`config.mk`:
```
export PLATFORM = sky130hd
export DESIGN_NAME = stat_irq_ctrl
export DESIGN_NICKNAME = d
export VERILOG_FILES = /design/src/rtl/stat_irq_ctrl.sv
export SDC_FILE = /design/constraint.sdc
export NUM_CORES = 1
export LEC_CHECK = 0
export BUFFER_PORTS_ARGS = -buffer_cell sky130_fd_sc_hd__buf_2
export CAP_MARGIN = 20
export CORE_MARGIN = 5
export CORE_UTILIZATION = 48
export DETAILED_ROUTE_END_ITERATION = 8
export PLACE_DENSITY = 0.84
export SETUP_SLACK_MARGIN = 0.1
export SYNTH_ARGS = -nofsm -noshare
export SYNTH_HDL_FRONTEND = slang
export SYNTH_SLANG_ARGS = --single-unit
```
`constraint.sdc`:
```
create_clock -name clk -period 1.2 [get_ports clk]
set_input_delay 0.06 -clock clk [delete_from_list [all_inputs] [get_ports clk]]
set_output_delay 0.06 -clock clk [all_outputs]
set_load 0.01 [all_outputs]
```
`src/rtl/stat_irq_ctrl.sv`:
```
module stat_irq_ctrl #(
  parameter int NPERF = 6
) (
  input  logic             clk,
  input  logic             rst_n,
  input  logic [NPERF-1:0] perf_i,
  input  logic             ovf_evt_i,
  input  logic             unf_evt_i,
  input  logic             acc_en_i,
  input  logic             acc_wr_i,
  input  logic             acc_sel_i,
  input  logic [NPERF+1:0] acc_wdata_i,
  output logic [NPERF+1:0] acc_rdata_o,
  output logic             irq_n_o,
  output logic             pd_en_o
);
  localparam int NSRC = NPERF + 2;

  logic [NPERF-1:0] perf_q;
  logic [NSRC-1:0]  pend, mask_q, evt;
  logic             ovf_st, unf_st, rd_stat, wr_clr;

  assign evt     = {unf_evt_i, ovf_evt_i, perf_i ^ perf_q};
  assign rd_stat = acc_en_i & ~acc_wr_i & ~acc_sel_i;
  assign wr_clr  = acc_en_i &  acc_wr_i &  acc_sel_i;

  always_ff @(posedge clk or negedge rst_n) begin
    if (!rst_n) begin
      perf_q <= '0;
      pend   <= '0;
      mask_q <= '0;
      ovf_st <= 1'b0;
      unf_st <= 1'b0;
    end else begin
      perf_q <= perf_i;
      pend   <= evt | (pend & ~mask_q);
      ovf_st <= ovf_evt_i | (ovf_st & ~rd_stat);
      unf_st <= unf_evt_i | (unf_st & ~rd_stat);
      if (wr_clr) mask_q <= acc_wdata_i;
    end
  end

  assign acc_rdata_o = acc_sel_i ? mask_q : {unf_st, ovf_st, perf_q};
  assign irq_n_o     = ~|(pend & ~mask_q);
  assign pd_en_o     = ~irq_n_o;
endmodule

```
==> impl_metrics.toml, run 1 <==
[outcome]
status = "finished with violations"
violations = "negative setup slack"

[layout]
nets = 154
final_cell_mix = "dfrtp_1, buf_2, dlygate4sd3_1, buf_6"
fillCellCount = 99
final_common_cell = "dfrtp_1"
n_antenna_cell = 0
areaGrowthSynthToFinish_pct = 63.8
fin_cells = 159
drive_gt1_share_pct = 53.0

[timing]
finalCritPeriodShare_pct = 120
setup_viol = 5
setup_ws_ns = -0.239
whs_ns = 0.133
maxSlewViolCount = 0
clock.fmax_mhz = 695
finalCriticalPeriod_ns = 1.44
grt_setup_unrepaired = "yes"
slew_headroom_pct = 65.1
hold_viol = 0
skew_ns = 0.00566
worst_pin_slew_ns = 0.523

[route]
ant_nets = 0
wl_um = 2590
wl_per_cell_um = 16.3
drc_errors = 0
via_count = 774
detail_route.first_pass.iterations = 3
dr.first_iter.drc_count = 4
avgViaCountPerCell = 4.87

[placed_design]
place_inst = 128
place_congestion = 0.735
dp_hpwl_um = 1490
pre_cts_slack_ns = 0.0792
port_buffers = 30

[worst_hold_path]
min_from = "acc_wr_i"
hold-path-cell-count = 3
min_to = "ovf_st"
hold_class = "in2reg"

[pwr]
vdd_drop_max_mv = 0.942
power_w = 0.00219
powerDensity_nw_per_um2 = 1350
p_leak_nw = 0.763

[global_route]
met1_usage_pct = 18.1
gr-usage-all-layers_pct = 16.7
antenna_found_initial = 0
grt_max_degree = 25
grt_pass1_wl_um = 4090
use_met3_pct = 1.63
grt_pass1_vias = 888
globalRouteOverflowTotal = 0
grt_use_met2_pct = 32.3
busiest_layer = "met2"

[setup_path]
cp-start-kind = "flop"
reg2reg_depth = 2
r2r-start = "mask_q[2]"
r2r-end = "mask_q[2]"
crit_type = "reg2out"
arrival_ns = 1.38
cp_data_required_time_ns = 1.14
r2r_setup_slack_ns = 0.30
worstSetupEndpointType = "output pin"
critPathMaxFanout = 2

[synth]
ys_seq_area_share_pct = 60.9
synth-seq-cells = 24
avgSynthCellArea_sq_um = 13.9
synth_warnings = 0
synth_area_sq_um = 986
netlist_instances = 71
syn-num-nets = 92
synth.distinct_cells = 12

[cts]
numCtsBuffers = 3
h-tree-depth = 1
clkLatencyLatePin_ns = 0.31
clk_pin_slew_ns = 0.13
cts_tree = "built"
cts_root_buf = "clkbuf_4"
cts_sinks = 24
clockBufferDepth = 2

[die]
boundaryPins = 31
die_y_um = 55.3
dieArea_sq_um = 3060
dieWidth_um = 55.3
initial_core_util_pct = 50.3
fp.coreArea_sq_um = 1960
floorplan.rows = 16

[run]
cap_violations = 0
-- worst max-delay path by stage --
| stage | start | endpoint | slack, ns |
|---|---|---|---|
| after floorplan | mask_q[7] | pd_en_o | 0.28 |
| after global placement | mask_q[7] | pd_en_o | 0.12 |
| after detailed placement | mask_q[7] | pd_en_o | 0.08 |
| after CTS | mask_q[4] | pd_en_o | -0.20 |
| after global routing | mask_q[6] | pd_en_o | -0.30 |
| final | mask_q[6] | pd_en_o | -0.24 |
-- final cells by class --
| class | count | area (sq um) | share of cell area [%] |
|---|---|---|---|
| clock inverter | 1 | 30.0 | 1.86 |
| timing repair buffer | 58 | 473 | 29.3 |
| clock buffer | 3 | 22.5 | 1.39 |
| tap | 27 | 33.8 | 2.09 |
| sequential | 24 | 601 | 37.2 |
| multi-input combinational | 46 | 455 | 28.2 |
-- per-layer routing --
| layer | up-vias | share of wire, % |
|---|---|---|
| li1 | 361 | - |
| met1 | 390 | 38 |
| met2 | 19 | 57 |
| met3 | 4 | 2.6 |
| met4 | 0 | 1.4 |
| met5 | - | 0 |
-- power by group --
group / internal (W) / switching [W] / total, W
registers: 0.000916 / 0.0000806 / 0.000997
logic: 0.000394 / 0.000219 / 0.000614
clock network: 0.000338 / 0.000241 / 0.000578
total: 0.00165 / 0.000541 / 0.00219
-- critical path, stage by stage, from the launching register on --
cell,delay [ns]
dfrtp_1,0.39
nand2b_4,0.14
nand4_1,0.14
or2_4,0.28
buf_6,0.12
-- registers in the layout (all words and copies together) (netlist names) --
signal,count
unf_st,1
ovf_st,1
mask_q,8
perf_q,6
pend,8
-- stage by stage --
stage	cell area (sq um)	util, %	setup TNS (ns)
final	1620	82.3	-0.737
after global routing	1620	82.3	-1.05
after CTS	1570	80.2	-0.659
after detailed placement	1170	59.4	0
after global placement	1170	59.4	0
after floorplan	986	-	0
-- kinds of logic after synthesis --
group                  count (synthesis)  share of synthesized area, %
AND/OR/NAND/NOR                       22                          12.8
buffers and inverters                  1                          1.14
multiplexers                          16                          18.3
XOR/XNOR                               6                          5.33
flip-flops                            24                          60.9
AO/OA/AOI/OAI                          2                          1.52
-- timing repair --
action / CTS / global route
endpoints found under the setup margin: 10 / 10
setup buffers: 9 / 2
gates resized for setup: 21 / 7
hold endpoints to repair: 47 / 0
pin swaps: 2 / 3
hold buffers: 17 / 0
cloned: 0 / 0
-- synthesized netlist by cell type (all sizes together) --
| cell type | instances | share of area [%] |
|---|---|---|
| or2 | 1 | 0.63 |
| nand2 | 6 | 2.3 |
| nand3 | 1 | 1.0 |
| nor2 | 1 | 0.38 |
| or3b | 1 | 0.89 |
| xnor2 | 6 | 5.3 |
| nand2b | 10 | 6.3 |
| buf | 1 | 1.1 |
| a21o | 2 | 1.5 |
| mux2 | 16 | 18 |
| nand4 | 2 | 1.3 |
| dfrtp | 24 | 61 |
(Power assumes the default switching activity.)
==> run 2: changes to the inputs <==
Settings changed: CAP_MARGIN 20 to not set, CORE_UTILIZATION 48 to 44, PLACE_DENSITY 0.84 to 0.78.
==> impl_metrics.toml, run 2 (same netlist as run 1, synthesis figures left out) <==
[outcome]
status = "finished with violations"
violations = "negative setup slack"

[global_route]
busiest_layer = "met2"
met1_usage_pct = 17.5
grt_use_met2_pct = 25.6
gr-usage-all-layers_pct = 14.7
use_met3_pct = 2.71
grt_max_degree = 25
globalRouteOverflowTotal = 0
antenna_found_initial = 0
grt_pass1_wl_um = 3700
grt_pass1_vias = 812

[die]
initial_core_util_pct = 45.4
boundaryPins = 31
dieArea_sq_um = 3290
floorplan.rows = 17
dieWidth_um = 57.3
die_y_um = 57.3
fp.coreArea_sq_um = 2170

[pwr]
powerDensity_nw_per_um2 = 1220
p_leak_nw = 0.710
vdd_drop_max_mv = 0.976

[setup_path]
critPathMaxFanout = 2
worstSetupEndpointType = "output pin"
r2r_setup_slack_ns = 0.18
r2r-end = "mask_q[0]"
crit_chain = "buf_4, buf_4, mux2_4, buf_6"
crit_family = "flip-flops"
crit_type = "reg2out"
r2r-start = "mask_q[0]"
reg2reg_depth = 3
cp_num_buf_inv = 3
critPathSlowestCell = "dfrtp_1"
cp-start-kind = "flop"
arrival_ns = 1.35
critPathMaxStageDelay_ns = 0.41
cp_data_required_time_ns = 1.14
crit_path_frequent_cell = "buf_4"

[timing]
worst_pin_slew_ns = 0.516
finalCritPeriodShare_pct = 118
setup_ws_ns = -0.211
grt_setup_unrepaired = "yes"
maxSlewViolCount = 0
tns_ns = -0.611
setup_viol = 5
clock.fmax_mhz = 709
skew_ns = 0.00308
hold_viol = 0
slew_headroom_pct = 65.6
finalCriticalPeriod_ns = 1.41

[cts]
clockBufferDepth = 2
cts_sinks = 24
cts_root_buf = "clkbuf_4"
cts_tree = "built"
clkLatencyLatePin_ns = 0.30
clk_pin_slew_ns = 0.12
numCtsBuffers = 3
h-tree-depth = 1

[run]
cap_violations = 0

[route]
wl_um = 2090
dr.first_iter.drc_count = 4
avgViaCountPerCell = 4.67
detail_route.first_pass.iterations = 2
via_count = 729
wl_per_cell_um = 13.4
drc_errors = 0
ant_nets = 0

[worst_hold_path]
hold_class = "in2reg"
hold-path-cell-count = 3
min_from = "acc_wr_i"
min_to = "unf_st"

[layout]
n_antenna_cell = 0
seq_area_sq_um = 601
fillCellCount = 161
nets = 151
drive_gt1_share_pct = 47.7
fin_area_sq_um = 1510
areaGrowthSynthToFinish_pct = 53.4
final_common_cell = "dfrtp_1"
final_cell_mix = "dfrtp_1, buf_2, dlygate4sd3_1, mux2_2, buf_6"
multi_input_area_sq_um = 418
top_regs = "mask_q x8, pend x8, perf_q x6"

[placed_design]
place_congestion = 0.807
dp_hpwl_um = 1440
port_buffers = 30
placed_area_sq_um = 1170
[run 2: power breakdown]
| group | internal (W) | switching [W] |
|---|---|---|
| combinational | 0.000343 | 0.000197 |
| clock | 0.000117 | 0.000216 |
| sequential | 0.000915 | 0.0000575 |
| total | 0.00138 | 0.000470 |
[run 2: stage by stage]
step	instances	util, %	setup WS [ns]	power [W]	hold slack (ns)
3_3_place_gp	129	53.8	0.111	0.00131	0.0560
6_report	156	69.7	-0.211	0.00185	0.122
5_1_grt	156	69.7	-0.277	0.00196	0.124
2_1_floorplan	71	-	0.279	0.00119	-0.236
4_1_cts	155	68.7	-0.190	0.00183	0.119
3_5_place_dp	129	53.8	0.0801	0.00133	0.0658
[run 2: area by class of cell]
cell class	instances	share of cell area, %
clock buffers	3	1.49
multi-input cells	46	27.6
flip-flops and latches	24	39.7
well taps	28	2.32
repair buffers	55	28.9
[run 2: repair_timing]
action | 4_1_cts | 5_1_grt
hold buffers | 17 | 0
setup endpoints to repair | 10 | 10
setup buffers | 6 | 2
gates resized for setup | 16 | 3
hold endpoints to repair | 46 | 0
pin swaps | 3 | 1
[run 2: worst max path at each step]
stage          startpoint             end  slack, ns  depth (start not counted)
2_1_floorplan   mask_q[7]         pd_en_o       0.28                          3
3_3_place_gp    mask_q[0]         pd_en_o       0.11                          4
3_5_place_dp    mask_q[1]         pd_en_o       0.08                          4
4_1_cts         mask_q[2]         pd_en_o      -0.19                          4
5_1_grt         mask_q[0]         pd_en_o      -0.28                          4
6_report        mask_q[0]  acc_rdata_o[0]      -0.21                          4
[run 2: layer usage]
layer  routed length, um  vias to the layer above
met5                   0                        -
li1                    -                      358
met2                1120                       12
met1                 866                      357
met4                  27                        0
met3                  68                        2
[run 2: worst register-to-register path: stages (launching register included)]
cell	delay [ns]
dfrtp_1	0.41
buf_4	0.14
buf_4	0.13
mux2_2	0.25
